--- src/rtl/netctl_pkg.sv ---
package netctl_pkg;
    localparam int ADDR_W  = 16;
    localparam int BLK_W   = 5;
    localparam int BYTE_W  = 8;
    localparam int VAL_W   = 48;
    localparam int LEN_W   = 3;
    localparam int N_STEPS = 18;
    localparam int STEP_W  = $clog2(N_STEPS);

    localparam logic [BLK_W-1:0]  BLK_COMMON  = 5'h00;
    localparam logic [BLK_W-1:0]  BLK_SOCK0   = 5'h01;
    localparam logic [ADDR_W-1:0] STATUS_ADDR = 16'h0003;
    localparam logic [BYTE_W-1:0] UDP_UP_CODE = 8'h22;

    typedef struct packed {
        logic [ADDR_W-1:0] addr;
        logic [BLK_W-1:0]  blk;
        logic [LEN_W-1:0]  len;
        logic [VAL_W-1:0]  val;
    } wr_step_t;

    typedef enum logic [2:0] {
        ST_BOOT,
        ST_WRITE,
        ST_POLL_RD,
        ST_POLL_WAIT,
        ST_READY
    } seq_state_t;
endpackage

--- src/rtl/netctl_step_rom.sv ---
module netctl_step_rom
    import netctl_pkg::*;
#(
    parameter logic [31:0] GW_IP      = 32'hC0A8_0101,
    parameter logic [31:0] NET_MASK   = 32'hFFFF_FF00,
    parameter logic [47:0] LOCAL_MAC  = 48'h0200_0000_0001,
    parameter logic [31:0] LOCAL_IP   = 32'hC0A8_0164,
    parameter logic [15:0] LOCAL_PORT = 16'h1F90,
    parameter logic [47:0] PEER_MAC   = 48'hFFFF_FFFF_FFFF,
    parameter logic [31:0] PEER_IP    = 32'hC0A8_0102,
    parameter logic [15:0] PEER_PORT  = 16'h1770
) (
    input  logic [STEP_W-1:0] idx,
    output wr_step_t          step
);
    function automatic wr_step_t mk(input logic [ADDR_W-1:0] a, input logic [BLK_W-1:0] b,
                                    input logic [LEN_W-1:0] l, input logic [VAL_W-1:0] v);
        wr_step_t s;
        s.addr = a;
        s.blk  = b;
        s.len  = l;
        s.val  = v;
        return s;
    endfunction

    // Program order is behaviour: common block first, socket block next, open last.
    always_comb begin
        case (int'(idx))
            0:  step = mk(16'h0000, BLK_COMMON, 3'd1, 48'h00);
            1:  step = mk(16'h0001, BLK_COMMON, 3'd4, {16'h0, GW_IP});
            2:  step = mk(16'h0005, BLK_COMMON, 3'd4, {16'h0, NET_MASK});
            3:  step = mk(16'h0009, BLK_COMMON, 3'd6, LOCAL_MAC);
            4:  step = mk(16'h000F, BLK_COMMON, 3'd4, {16'h0, LOCAL_IP});
            5:  step = mk(16'h0015, BLK_COMMON, 3'd1, 48'hFF);
            6:  step = mk(16'h0016, BLK_COMMON, 3'd1, 48'hFF);
            7:  step = mk(16'h0019, BLK_COMMON, 3'd2, 48'h07D0);
            8:  step = mk(16'h001B, BLK_COMMON, 3'd1, 48'h08);
            9:  step = mk(16'h002E, BLK_COMMON, 3'd1, 48'hFF);
            10: step = mk(16'h0000, BLK_SOCK0,  3'd1, 48'h02);
            11: step = mk(16'h0004, BLK_SOCK0,  3'd2, {32'h0, LOCAL_PORT});
            12: step = mk(16'h0006, BLK_SOCK0,  3'd6, PEER_MAC);
            13: step = mk(16'h000C, BLK_SOCK0,  3'd4, {16'h0, PEER_IP});
            14: step = mk(16'h0010, BLK_SOCK0,  3'd2, {32'h0, PEER_PORT});
            15: step = mk(16'h0002, BLK_SOCK0,  3'd1, 48'hFF);
            16: step = mk(16'h0012, BLK_SOCK0,  3'd2, 48'h05B4);
            17: step = mk(16'h0001, BLK_SOCK0,  3'd1, 48'h01);
            default: step = mk(16'h0000, BLK_COMMON, 3'd1, 48'h00);
        endcase
    end
endmodule

--- src/rtl/netctl_byte_pick.sv ---
module netctl_byte_pick
    import netctl_pkg::*;
(
    input  logic [VAL_W-1:0]  val,
    input  logic [LEN_W-1:0]  len,
    input  logic [LEN_W-1:0]  idx,
    output logic [BYTE_W-1:0] byte_out
);
    logic [LEN_W-1:0] pos;
    logic [VAL_W-1:0] shifted;

    // Byte 0 of the transfer is the most significant byte of the value.
    always_comb begin
        pos      = len - idx - LEN_W'(1);
        shifted  = val >> {pos, 3'b000};
        byte_out = shifted[BYTE_W-1:0];
    end
endmodule

--- src/rtl/netctl_poll_timer.sv ---
module netctl_poll_timer #(
    parameter int GAP = 16
) (
    input  logic clk,
    input  logic rst_n,
    input  logic run,
    output logic expired
);
    localparam int CNT_W = $clog2(GAP + 1);

    logic [CNT_W-1:0] cnt;

    always_ff @(posedge clk or negedge rst_n) begin
        if (!rst_n)   cnt <= '0;
        else if (!run) cnt <= '0;
        else          cnt <= cnt + CNT_W'(1);
    end

    assign expired = run && (cnt == CNT_W'(GAP - 1));

    AST_GAP_BOUND: assert property (@(posedge clk) disable iff (!rst_n)
        run |-> (cnt < CNT_W'(GAP))) else $error("gap counter overran");
endmodule

--- src/rtl/netctl_bringup.sv ---
module netctl_bringup
    import netctl_pkg::*;
#(
    parameter logic [31:0] GW_IP      = 32'hC0A8_0101,
    parameter logic [31:0] NET_MASK   = 32'hFFFF_FF00,
    parameter logic [47:0] LOCAL_MAC  = 48'h0200_0000_0001,
    parameter logic [31:0] LOCAL_IP   = 32'hC0A8_0164,
    parameter logic [15:0] LOCAL_PORT = 16'h1F90,
    parameter logic [47:0] PEER_MAC   = 48'hFFFF_FFFF_FFFF,
    parameter logic [31:0] PEER_IP    = 32'hC0A8_0102,
    parameter logic [15:0] PEER_PORT  = 16'h1770,
    parameter int          POLL_GAP   = 16
) (
    input  logic              clk,
    input  logic              rst_n,
    input  logic              restart,
    output logic              cmd_valid,
    output logic              cmd_write,
    output logic [BLK_W-1:0]  cmd_blk,
    output logic [ADDR_W-1:0] cmd_addr,
    output logic [BYTE_W-1:0] cmd_wdata,
    input  logic              cmd_done,
    input  logic [BYTE_W-1:0] cmd_rdata,
    output logic              ready
);
    seq_state_t        state_q, state_d;
    logic [STEP_W-1:0] step_q, step_d;
    logic [LEN_W-1:0]  byte_q, byte_d;
    wr_step_t          cur;
    logic [BYTE_W-1:0] cur_byte;
    logic              gap_over;

    netctl_step_rom #(
        .GW_IP(GW_IP), .NET_MASK(NET_MASK), .LOCAL_MAC(LOCAL_MAC), .LOCAL_IP(LOCAL_IP),
        .LOCAL_PORT(LOCAL_PORT), .PEER_MAC(PEER_MAC), .PEER_IP(PEER_IP), .PEER_PORT(PEER_PORT)
    ) u_rom (
        .idx  (step_q),
        .step (cur)
    );

    netctl_byte_pick u_pick (
        .val      (cur.val),
        .len      (cur.len),
        .idx      (byte_q),
        .byte_out (cur_byte)
    );

    netctl_poll_timer #(.GAP(POLL_GAP)) u_gap (
        .clk     (clk),
        .rst_n   (rst_n),
        .run     (state_q == ST_POLL_WAIT),
        .expired (gap_over)
    );

    // State register
    always_ff @(posedge clk or negedge rst_n) begin
        if (!rst_n) begin
            state_q <= ST_BOOT;
            step_q  <= '0;
            byte_q  <= '0;
        end else begin
            state_q <= state_d;
            step_q  <= step_d;
            byte_q  <= byte_d;
        end
    end

    // Transitions
    always_comb begin
        state_d = state_q;
        step_d  = step_q;
        byte_d  = byte_q;
        if (restart) begin
            state_d = ST_BOOT;
            step_d  = '0;
            byte_d  = '0;
        end else begin
            unique case (state_q)
                ST_BOOT: begin
                    state_d = ST_WRITE;
                    step_d  = '0;
                    byte_d  = '0;
                end
                ST_WRITE: begin
                    if (cmd_done) begin
                        if (byte_q == cur.len - LEN_W'(1)) begin
                            byte_d = '0;
                            if (step_q == STEP_W'(N_STEPS - 1)) state_d = ST_POLL_RD;
                            else                                step_d  = step_q + STEP_W'(1);
                        end else begin
                            byte_d = byte_q + LEN_W'(1);
                        end
                    end
                end
                ST_POLL_RD: begin
                    if (cmd_done)
                        state_d = (cmd_rdata == UDP_UP_CODE) ? ST_READY : ST_POLL_WAIT;
                end
                ST_POLL_WAIT: begin
                    if (gap_over) state_d = ST_POLL_RD;
                end
                ST_READY: state_d = ST_READY;
                default:  state_d = ST_BOOT;
            endcase
        end
    end

    // Outputs
    always_comb begin
        cmd_valid = 1'b0;
        cmd_write = 1'b0;
        cmd_blk   = BLK_COMMON;
        cmd_addr  = '0;
        cmd_wdata = '0;
        ready     = 1'b0;
        unique case (state_q)
            ST_WRITE: begin
                cmd_valid = 1'b1;
                cmd_write = 1'b1;
                cmd_blk   = cur.blk;
                cmd_addr  = cur.addr + ADDR_W'(byte_q);
                cmd_wdata = cur_byte;
            end
            ST_POLL_RD: begin
                cmd_valid = 1'b1;
                cmd_blk   = BLK_SOCK0;
                cmd_addr  = STATUS_ADDR;
            end
            ST_READY: ready = 1'b1;
            ST_BOOT, ST_POLL_WAIT: ;
            default: ;
        endcase
    end

    AST_HOLD_REQ: assert property (@(posedge clk) disable iff (!rst_n)
        (cmd_valid && !cmd_done && !restart) |=>
            (cmd_valid && $stable(cmd_addr) && $stable(cmd_wdata) && $stable(cmd_write) && $stable(cmd_blk)))
        else $error("request changed before done");
    AST_READY_QUIET: assert property (@(posedge clk) disable iff (!rst_n)
        ready |-> !cmd_valid) else $error("request while ready");
    AST_READY_HOLD: assert property (@(posedge clk) disable iff (!rst_n)
        (ready && !restart) |=> ready) else $error("ready dropped");
    AST_READY_CAUSE: assert property (@(posedge clk) disable iff (!rst_n)
        $rose(ready) |-> ($past(cmd_done) && !$past(cmd_write) && $past(cmd_rdata) == UDP_UP_CODE))
        else $error("ready without ready status");
    AST_RESTART_BOOT: assert property (@(posedge clk) disable iff (!rst_n)
        restart |=> (!cmd_valid && !ready)) else $error("restart not honoured");
endmodule

--- config.mk ---
export PLATFORM = sky130hd
export DESIGN_NAME = netctl_bringup
export DESIGN_NICKNAME = d
export VERILOG_FILES = /design/src/rtl/netctl_pkg.sv /design/src/rtl/netctl_step_rom.sv /design/src/rtl/netctl_byte_pick.sv /design/src/rtl/netctl_poll_timer.sv /design/src/rtl/netctl_bringup.sv
export SDC_FILE = /design/constraint.sdc
export NUM_CORES = 1
export LEC_CHECK = 0
export BUFFER_PORTS_ARGS = -buffer_cell sky130_fd_sc_hd__buf_2
export CORE_UTILIZATION = 58
export CTS_BUF_LIST = sky130_fd_sc_hd__clkbuf_8
export DETAILED_ROUTE_END_ITERATION = 7
export GPL_TIMING_DRIVEN = 0
export PLACE_DENSITY = 0.83
export SLEW_MARGIN = 5
export SYNTH_ARGS = -nofsm -noshare
export SYNTH_HDL_FRONTEND = slang
export SYNTH_SLANG_ARGS = --single-unit
--- constraint.sdc ---
create_clock -name clk -period 4.75 [get_ports clk]
set_clock_uncertainty 0.1 [all_clocks]
set_input_delay 0.475 -clock clk [delete_from_list [all_inputs] [get_ports clk]]
set_output_delay 0.475 -clock clk [all_outputs]
set_load 0.02 [all_outputs]
==> report_table.html, run 1 <==
<table>
<tr><th>Metric</th><th>Value</th></tr>
<tr><th colspan="2">Run</th></tr>
<tr><td>Count of maximum capacitance violations</td><td>0</td></tr>
<tr><th colspan="2">Global route</th></tr>
<tr><td>Vias in the first global route</td><td>2222</td></tr>
<tr><td>Number of antenna violations at the first check in global routing</td><td>0</td></tr>
<tr><td>Pin count of the biggest net entering global routing</td><td>17</td></tr>
<tr><td>Wire length of the first global-routing pass</td><td>10300 um</td></tr>
<tr><td>Global router's overall resource usage</td><td>0.320</td></tr>
<tr><td>Total congestion overflow</td><td>0</td></tr>
<tr><th colspan="2">Finish</th></tr>
<tr><td>Antenna diode count</td><td>0</td></tr>
<tr><td>Area growth from synthesis to layout</td><td>14.6%</td></tr>
<tr><td>Fraction of layout instances using a drive strength above 1</td><td>0.202</td></tr>
<tr><td>Area of the multi-input gates</td><td>1640 sq um</td></tr>
<tr><td>Reg area</td><td>402 sq um</td></tr>
<tr><td>Final core utilization</td><td>0.697</td></tr>
<tr><td>Commonest cells after routing, fill and taps aside</td><td>35 x sky130_fd_sc_hd__buf_2, 33 x sky130_fd_sc_hd__nor2_1, 31 x sky130_fd_sc_hd__nand2_1, 28 x sky130_fd_sc_hd__a21oi_1, 24 x sky130_fd_sc_hd__o21ai_0</td></tr>
<tr><td>Final #Nets</td><td>390</td></tr>
<tr><td>Commonest non-fill, non-tap cell in the layout</td><td>sky130_fd_sc_hd__buf_2</td></tr>
<tr><td>Number of filler instances in the final layout</td><td>322</td></tr>
<tr><th colspan="2">Floorplanning</th></tr>
<tr><td>I/O pins</td><td>44</td></tr>
<tr><td>Core area</td><td>3660 sq um</td></tr>
<tr><td>Die span in x</td><td>64.0 um</td></tr>
<tr><td>Effective utilization at floorplan</td><td>0.608</td></tr>
<tr><td>Die height</td><td>64.0 um</td></tr>
<tr><td>Die footprint</td><td>4090 sq um</td></tr>
<tr><td>Count of standard-cell rows</td><td>22</td></tr>
<tr><th colspan="2">Setup path</th></tr>
<tr><td>Crit. path cell count</td><td>14</td></tr>
<tr><td>Category of the most critical setup path</td><td>flop to output pin</td></tr>
<tr><td>Kind of launch point of the worst setup path</td><td>flop</td></tr>
<tr><td>Max incr delay on CP</td><td>0.54 ns</td></tr>
<tr><td>Worst setup EP type</td><td>output pin</td></tr>
<tr><td>Cell-by-cell listing of the critical path</td><td>buf_2 -&gt; clkbuf_1 -&gt; clkbuf_2 -&gt; a21oi_1 -&gt; o31a_1 -&gt; ha_1 -&gt; fa_1 -&gt; clkbuf_4 -&gt; o21ai_0 -&gt; mux4_2 -&gt; nor3_2 -&gt; a311oi_1 -&gt; a21oi_1 -&gt; buf_2</td></tr>
<tr><td>Number of buffer and inverter instances along the worst setup path</td><td>5</td></tr>
<tr><td>Reg-to-reg critical path startpoint</td><td>step_q[1]</td></tr>
<tr><td>Cell type of the slowest stage on the worst timing path</td><td>sky130_fd_sc_hd__fa_1</td></tr>
<tr><td>Crit path from</td><td>step_q[3]</td></tr>
<tr><td>Logic depth of the worst register-to-register path</td><td>15</td></tr>
<tr><td>Critical Path RT</td><td>4.18 ns</td></tr>
<tr><td>Endpoint arrival time on the critical path</td><td>3.87 ns</td></tr>
<tr><td>Top fanout value on the critical path</td><td>10</td></tr>
<tr><td>Category of cells accounting for the largest share of critical-path delay</td><td>buffers and inverters</td></tr>
<tr><th colspan="2">Route</th></tr>
<tr><td>Per-cell routed wire length</td><td>15.0 um</td></tr>
<tr><td>Top metal layer carrying routed signals</td><td>met4</td></tr>
<tr><td>Vias per std cell</td><td>6.09</td></tr>
<tr><td>Starting DRT DRC Count</td><td>334</td></tr>
<tr><td>DR vias</td><td>2466</td></tr>
<tr><td>Antenna Nets Post-Route</td><td>0</td></tr>
<tr><td>Wire length the detailed router placed on met1</td><td>2400 um</td></tr>
<tr><td>Met3 Routed Length</td><td>408 um</td></tr>
<tr><td>Drt pass-1 iters</td><td>6</td></tr>
<tr><td>Drc violations</td><td>0</td></tr>
<tr><td>Met2 WL post-DR</td><td>3020 um</td></tr>
<tr><td>Total Wirelength</td><td>6060 um</td></tr>
<tr><th colspan="2">Timing</th></tr>
<tr><td>Final setup violating endpoints</td><td>0</td></tr>
<tr><td>Worst hold margin</td><td>0.0221 ns</td></tr>
<tr><td>Post-route clock period utilization</td><td>0.935</td></tr>
<tr><td>Final number of max-transition violations</td><td>0</td></tr>
<tr><td>Worst-margin pin slew</td><td>0.525 ns</td></tr>
<tr><td>Worst setup slack after layout</td><td>0.308 ns</td></tr>
<tr><td>Fmax</td><td>225 MHz</td></tr>
<tr><td>Worst slew margin relative to its limit</td><td>0.646</td></tr>
<tr><td>Unrepaired setup endpoints after global routing</td><td>false</td></tr>
<tr><td>Sum Neg Setup Slack</td><td>0 ns</td></tr>
<tr><td>Number of hold violations in the final report</td><td>0</td></tr>
<tr><td>Final worst path period need</td><td>4.44 ns</td></tr>
<tr><th colspan="2">Pwr</th></tr>
<tr><td>Leak pwr</td><td>1.18 nW</td></tr>
<tr><td>Worst ir drop on vdd</td><td>0.286 mV</td></tr>
<tr><td>Total Power</td><td>0.00106 W</td></tr>
<tr><td>Ratio of total power to cell area</td><td>414 nW/um^2</td></tr>
<tr><th colspan="2">Yosys</th></tr>
<tr><td>Most used DFF post-synth</td><td>sky130_fd_sc_hd__dfrtp_1</td></tr>
<tr><td>Library cell occupying the most area in the post-synthesis netlist</td><td>sky130_fd_sc_hd__dfrtp_1</td></tr>
<tr><td>Synth async-reset ratio</td><td>1.00</td></tr>
<tr><td>Synth unique cells</td><td>60</td></tr>
<tr><td>Cell count after synthesis</td><td>312</td></tr>
<tr><td>Netlist Area Pre-Place</td><td>2230 sq um</td></tr>
<tr><td>Number of enable-type register cells in the synthesized netlist</td><td>0</td></tr>
<tr><td>Top cells by area in the synthesized netlist</td><td>sky130_fd_sc_hd__dfrtp_1 18%, sky130_fd_sc_hd__ha_1 9.6%, sky130_fd_sc_hd__a21oi_1 6.3%</td></tr>
<tr><td>Sequential fraction of the synthesis area</td><td>0.180</td></tr>
<tr><td>Flop and latch count out of synthesis</td><td>16</td></tr>
<tr><td>Area share of the leading cell type in the synthesized netlist</td><td>0.180</td></tr>
<tr><td>Warning count from the yosys run</td><td>0</td></tr>
<tr><td>Synth Area per Inst</td><td>7.14 sq um</td></tr>
<tr><th colspan="2">CTS</th></tr>
<tr><td>Clock tree from TritonCTS</td><td>built</td></tr>
<tr><td>CTS H-Tree Depth</td><td>1</td></tr>
<tr><td>Number of buffers created by CTS</td><td>3</td></tr>
<tr><td>Worst-Skew Late Latency</td><td>0.25 ns</td></tr>
<tr><td>CTS Sinks</td><td>16</td></tr>
<tr><td>Largest buffer count on any clock path</td><td>2</td></tr>
<tr><td>Clock transition at the registers of the reported paths</td><td>0.05 ns</td></tr>
<tr><td>CTS root buffer</td><td>sky130_fd_sc_hd__clkbuf_8</td></tr>
<tr><td>Count of buffers added by post-CTS timing repair for setup</td><td>0</td></tr>
<tr><td>Hold buffer count at CTS</td><td>0</td></tr>
<tr><th colspan="2">Status</th></tr>
<tr><td>Status</td><td>finished clean</td></tr>
<tr><th colspan="2">Hold path</th></tr>
<tr><td>HP Class</td><td>input pin to asynchronous set/reset pin</td></tr>
<tr><th colspan="2">Place</th></tr>
<tr><td>Setup slack after placement</td><td>0.133 ns</td></tr>
<tr><td>Half-perimeter wire length of the detailed placement result</td><td>4700 um</td></tr>
<tr><td>Number of buffer cells added on primary ports</td><td>30</td></tr>
<tr><td>GPL Wtd Cong</td><td>0.931</td></tr>
</table>
-- sequential cells by signal (all words and copies together) (netlist names) --
register,count
state_q,3
step_q,5
byte_q,3
u_gap.cnt,5
-- layout make-up --
cell class / instances / share of cell area
buffer: 30 / 0.0721
clock buffer: 3 / 0.0162
inverter: 19 / 0.0279
multi-input combinational: 259 / 0.644
sequential: 16 / 0.157
tap: 48 / 0.0235
timing repair buffer: 30 / 0.0588
-- Yosys cell counts, types with 3 or more instances --
| cell type | n |
|---|---|
| sky130_fd_sc_hd__inv_1 | 18 |
| sky130_fd_sc_hd__buf_2 | 6 |
| sky130_fd_sc_hd__nor3b_1 | 3 |
| sky130_fd_sc_hd__a21oi_1 | 28 |
| sky130_fd_sc_hd__o21ai_0 | 24 |
| sky130_fd_sc_hd__nor4b_1 | 3 |
| sky130_fd_sc_hd__xor2_1 | 3 |
| sky130_fd_sc_hd__o22ai_1 | 3 |
| sky130_fd_sc_hd__o21a_1 | 4 |
| sky130_fd_sc_hd__nor3_1 | 11 |
| sky130_fd_sc_hd__o31ai_1 | 3 |
| sky130_fd_sc_hd__nor2b_1 | 6 |
| sky130_fd_sc_hd__nand2_1 | 32 |
| sky130_fd_sc_hd__clkbuf_1 | 10 |
| sky130_fd_sc_hd__buf_4 | 13 |
| sky130_fd_sc_hd__a211o_1 | 3 |
| sky130_fd_sc_hd__dfrtp_1 | 16 |
| sky130_fd_sc_hd__xnor2_1 | 3 |
| sky130_fd_sc_hd__ha_1 | 17 |
| sky130_fd_sc_hd__nor2_1 | 33 |
| sky130_fd_sc_hd__or2_2 | 5 |
| sky130_fd_sc_hd__nand3_1 | 5 |
| sky130_fd_sc_hd__nand2b_1 | 8 |
| sky130_fd_sc_hd__a31oi_1 | 4 |
| sky130_fd_sc_hd__a21o_1 | 6 |
-- worst register-to-register path: cells and delay by family (launching register included) --
family          cells  cell delay, ns
xor+xnor            1            0.13
compound gates      2            0.32
simple gates        6            1.33
fa+ha+maj           2            0.49
flops               1            0.43
buf+inv             4            0.59
-- metrics by stage --
step,cells,area [sq um]
floorplan,324,2270
global placement,402,2480
detailed placement,402,2480
CTS,405,2530
global route,405,2550
finish,405,2550
-- routing by layer --
layer,vias to the layer above,GRT usage
li1,1174,-
met1,1131,0.383
met2,138,0.582
met3,23,0.0375
met4,0,0.116
met5,-,0
-- worst paths after layout --
path	to	slack [ns]
hold reg to reg	u_gap.cnt[0]	0.38
setup / recovery	cmd_wdata[3]	0.31
hold / removal	step_q[4]	0.02
max in group asynchronous	step_q[0]	4.26
min in group clk	state_q[2]	0.36
setup reg to reg	byte_q[2]	1.31
-- repair_timing --
action,CTS,global route
pin swaps,0,0
resized for setup,2,10
setup endpoints to repair,1,3
-- cell families after synthesis --
logic type	after synthesis	synth area share
AND/OR/NAND/NOR	117	0.256
adder cells (fa/ha/maj)	19	0.113
XOR/XNOR	7	0.0309
AO/OA/AOI/OAI	99	0.283
other	1	0.00168
multiplexers	4	0.0242
buffers and inverters	49	0.111
flip-flops	16	0.180
-- power by group --
part	internal, W	leakage [nW]	switching [W]
Combinational	0.000310	0.944	0.000485
Sequential	0.000146	0.219	0.0000183
Clock	0.0000562	0.0216	0.0000412
Total	0.000512	1.18	0.000545
No activity file was read; power rests on OpenSTA's default activity.
==> run 2: changes to the inputs <==
CORE_UTILIZATION = 56   (was 58)
CTS_BUF_LIST = sky130_fd_sc_hd__clkbuf_16   (was sky130_fd_sc_hd__clkbuf_8)
PLACE_DENSITY = 0.81   (was 0.83)
SLEW_MARGIN = default   (was 5)
==> run 2 against run 1 <==
Net effect: worst hold slack better by 0.0075 ns; critical path depth is 1 higher; cell count did not move; combinational power rose by 1%; maximum frequency fell by 1.3%; power rose by 6.8%; critical path type unchanged; critical endpoint unchanged; sequential power hardly changed; flip-flop and latch count unchanged.
==> report_table.html, run 2 (same netlist as run 1, synthesis figures left out) <==
<table>
<tr><th>Metric</th><th>Value</th></tr>
<tr><th colspan="2">Pwr</th></tr>
<tr><td>Part of the total power dissipated in combinational logic</td><td>0.712</td></tr>
<tr><td>Internal Dissipation</td><td>0.000563 W</td></tr>
<tr><td>Ratio of total power to cell area</td><td>437 nW/um^2</td></tr>
<tr><td>Net switching component of the power</td><td>0.000566 W</td></tr>
<tr><td>Worst ir drop on vdd</td><td>0.254 mV</td></tr>
<tr><td>Reg power frac</td><td>0.146</td></tr>
<tr><td>Leak pwr</td><td>1.20 nW</td></tr>
<tr><td>Switching share of total power</td><td>0.501</td></tr>
<tr><td>Clk pwr share</td><td>0.142</td></tr>
<tr><th colspan="2">Timing</th></tr>
<tr><td>Sum Neg Setup Slack</td><td>0 ns</td></tr>
<tr><td>Number of hold violations in the final report</td><td>0</td></tr>
<tr><td>Final number of max-transition violations</td><td>0</td></tr>
<tr><td>Post-route clock period utilization</td><td>0.948</td></tr>
<tr><td>Fmax</td><td>222 MHz</td></tr>
<tr><td>Final setup violating endpoints</td><td>0</td></tr>
<tr><td>Final worst path period need</td><td>4.50 ns</td></tr>
<tr><td>Unrepaired setup endpoints after global routing</td><td>false</td></tr>
<tr><td>Worst slew margin relative to its limit</td><td>0.607</td></tr>
<tr><td>Worst-margin pin slew</td><td>0.584 ns</td></tr>
<tr><td>Worst hold margin</td><td>0.0295 ns</td></tr>
<tr><th colspan="2">Floorplanning</th></tr>
<tr><td>I/O pins</td><td>44</td></tr>
<tr><td>Core area</td><td>3740 sq um</td></tr>
<tr><td>Die span in x</td><td>65.1 um</td></tr>
<tr><td>Die footprint</td><td>4230 sq um</td></tr>
<tr><td>Die height</td><td>65.1 um</td></tr>
<tr><td>Effective utilization at floorplan</td><td>0.595</td></tr>
<tr><td>Count of standard-cell rows</td><td>22</td></tr>
<tr><th colspan="2">Setup path</th></tr>
<tr><td>Crit. path cell count</td><td>15</td></tr>
<tr><td>Worst setup EP type</td><td>output pin</td></tr>
<tr><td>Critical Path RT</td><td>4.18 ns</td></tr>
<tr><td>Number of buffer and inverter instances along the worst setup path</td><td>4</td></tr>
<tr><td>Cell-by-cell listing of the critical path</td><td>buf_4 -&gt; inv_4 -&gt; ha_2 -&gt; nand2_1 -&gt; a21oi_1 -&gt; o31a_1 -&gt; ha_1 -&gt; fa_1 -&gt; clkbuf_4 -&gt; o21ai_0 -&gt; mux4_2 -&gt; nor3_2 -&gt; a311oi_1 -&gt; a21oi_1 -&gt; buf_4</td></tr>
<tr><td>Worst setup path endpoint</td><td>cmd_wdata[3]</td></tr>
<tr><td>Cell type of the slowest stage on the worst timing path</td><td>sky130_fd_sc_hd__fa_1</td></tr>
<tr><td>Logic depth of the worst register-to-register path</td><td>15</td></tr>
<tr><td>Crit path from</td><td>step_q[1]</td></tr>
<tr><td>Endpoint of the worst-slack reg-to-reg timing path</td><td>byte_q[2]</td></tr>
<tr><td>R2r setup slk</td><td>1.19 ns</td></tr>
<tr><td>Top fanout value on the critical path</td><td>10</td></tr>
<tr><td>Category of the most critical setup path</td><td>flop to output pin</td></tr>
<tr><td>Max incr delay on CP</td><td>0.55 ns</td></tr>
<tr><td>Category of cells accounting for the largest share of critical-path delay</td><td>adder cells</td></tr>
<tr><td>Reg-to-reg critical path startpoint</td><td>step_q[1]</td></tr>
<tr><td>Endpoint arrival time on the critical path</td><td>3.93 ns</td></tr>
<tr><td>Kind of launch point of the worst setup path</td><td>flop</td></tr>
<tr><th colspan="2">Finish</th></tr>
<tr><td>Area growth from synthesis to layout</td><td>15.9%</td></tr>
<tr><td>Commonest non-fill, non-tap cell in the layout</td><td>sky130_fd_sc_hd__buf_2</td></tr>
<tr><td>Antenna diode count</td><td>0</td></tr>
<tr><td>Commonest cells after routing, fill and taps aside</td><td>34 x sky130_fd_sc_hd__buf_2, 33 x sky130_fd_sc_hd__nor2_1, 32 x sky130_fd_sc_hd__nand2_1, 28 x sky130_fd_sc_hd__a21oi_1, 24 x sky130_fd_sc_hd__o21ai_0</td></tr>
<tr><td>Final #Nets</td><td>390</td></tr>
<tr><td>Largest registers</td><td>step_q: 5 flops, u_gap.cnt: 5 flops</td></tr>
<tr><td>Number of filler instances in the final layout</td><td>347</td></tr>
<tr><td>Post-route insts no fill</td><td>405</td></tr>
<tr><td>Fraction of layout instances using a drive strength above 1</td><td>0.204</td></tr>
<tr><td>Final core utilization</td><td>0.690</td></tr>
<tr><th colspan="2">Route</th></tr>
<tr><td>Total Wirelength</td><td>6270 um</td></tr>
<tr><td>Antenna Nets Post-Route</td><td>0</td></tr>
<tr><td>Vias per std cell</td><td>5.99</td></tr>
<tr><td>Drt pass-1 iters</td><td>5</td></tr>
<tr><td>Starting DRT DRC Count</td><td>260</td></tr>
<tr><td>DR vias</td><td>2427</td></tr>
<tr><td>Drc violations</td><td>0</td></tr>
<tr><td>Per-cell routed wire length</td><td>15.5 um</td></tr>
<tr><th colspan="2">CTS</th></tr>
<tr><td>Number of buffers created by CTS</td><td>3</td></tr>
<tr><td>CTS root buffer</td><td>sky130_fd_sc_hd__clkbuf_16</td></tr>
<tr><td>Largest buffer count on any clock path</td><td>2</td></tr>
<tr><td>CTS Sinks</td><td>16</td></tr>
<tr><td>Clock transition at the registers of the reported paths</td><td>0.05 ns</td></tr>
<tr><td>Clock tree from TritonCTS</td><td>built</td></tr>
<tr><td>CTS H-Tree Depth</td><td>1</td></tr>
<tr><td>Worst-Skew Late Latency</td><td>0.25 ns</td></tr>
<tr><td>Hold buffer count at CTS</td><td>0</td></tr>
<tr><th colspan="2">Status</th></tr>
<tr><td>Status</td><td>finished clean</td></tr>
<tr><th colspan="2">Place</th></tr>
<tr><td>Half-perimeter wire length of the detailed placement result</td><td>4840 um</td></tr>
<tr><td>GPL Wtd Cong</td><td>0.940</td></tr>
<tr><td>Number of buffer cells added on primary ports</td><td>30</td></tr>
<tr><td>Total placed cells including tap cells</td><td>402</td></tr>
<tr><th colspan="2">Global route</th></tr>
<tr><td>Number of antenna violations at the first check in global routing</td><td>0</td></tr>
<tr><td>Total congestion overflow</td><td>0</td></tr>
<tr><td>Vias in the first global route</td><td>2257</td></tr>
<tr><td>Wire length of the first global-routing pass</td><td>10400 um</td></tr>
<tr><td>Pin count of the biggest net entering global routing</td><td>17</td></tr>
<tr><td>Global router's overall resource usage</td><td>0.315</td></tr>
<tr><th colspan="2">Run</th></tr>
<tr><td>Count of maximum capacitance violations</td><td>0</td></tr>
<tr><th colspan="2">Hold path</th></tr>
<tr><td>HP Class</td><td>input pin to asynchronous set/reset pin</td></tr>
</table>
## run 2: cell type report
type | instances | area [sq um] | share of cell area
Timing Repair Buffer | 30 | 153 | 0.0591
Inverter | 19 | 73.8 | 0.0286
Clock buffer | 3 | 75.1 | 0.0291
Multi-Input combinational cell | 259 | 1630 | 0.632
Tap cell | 48 | 60.1 | 0.0233
Buffer | 30 | 186 | 0.0722
Sequential cell | 16 | 402 | 0.156
## run 2: per-layer routing
metal / share of wire / vias up / track usage
met5: 0 / - / 0
met4: 0.050 / 0 / 0.190
met3: 0.058 / 28 / 0.0317
met2: 0.48 / 120 / 0.527
met1: 0.41 / 1107 / 0.387
li1: - / 1172 / -
## run 2: power groups by stage
| stage | clock [W] | sequential [W] | combinational, W |
|---|---|---|---|
| 2_1_floorplan | 0 | 0.000160 | 0.000589 |
| 3_3_place_gp | 0 | 0.000165 | 0.000755 |
| 3_5_place_dp | 0 | 0.000166 | 0.000769 |
| 4_1_cts | 0.000160 | 0.000164 | 0.000777 |
| 5_1_grt | 0.000166 | 0.000166 | 0.000877 |
| 6_report | 0.000160 | 0.000165 | 0.000804 |
## run 2: repair_timing
action                     4_1_cts  5_1_grt
setup endpoints to repair        1        4
resized for setup                1       16
buffers inserted                 0        0
pin swaps                        0        1
## run 2: through the flow
stage | instance area [sq um] | total power, W | setup slack (ns)
6_report | 2580 | 0.00113 | 0.248
5_1_grt | 2580 | 0.00121 | 0.0318
2_1_floorplan | 2270 | 0.000749 | 0.582
3_3_place_gp | 2480 | 0.000920 | 0.202
4_1_cts | 2560 | 0.00110 | 0.00297
3_5_place_dp | 2480 | 0.000935 | 0.124
## run 2: worst min path at each step
stage / to / slack [ns] / depth (start not counted)
floorplan: byte_q[0] / 0.08 / 0
global placement: u_gap.cnt[1] / 0.30 / 1
detailed placement: u_gap.cnt[3] / 0.30 / 1
CTS: u_gap.cnt[4] / 0.05 / 1
global route: u_gap.cnt[3] / 0.07 / 1
finish: u_gap.cnt[4] / 0.03 / 1
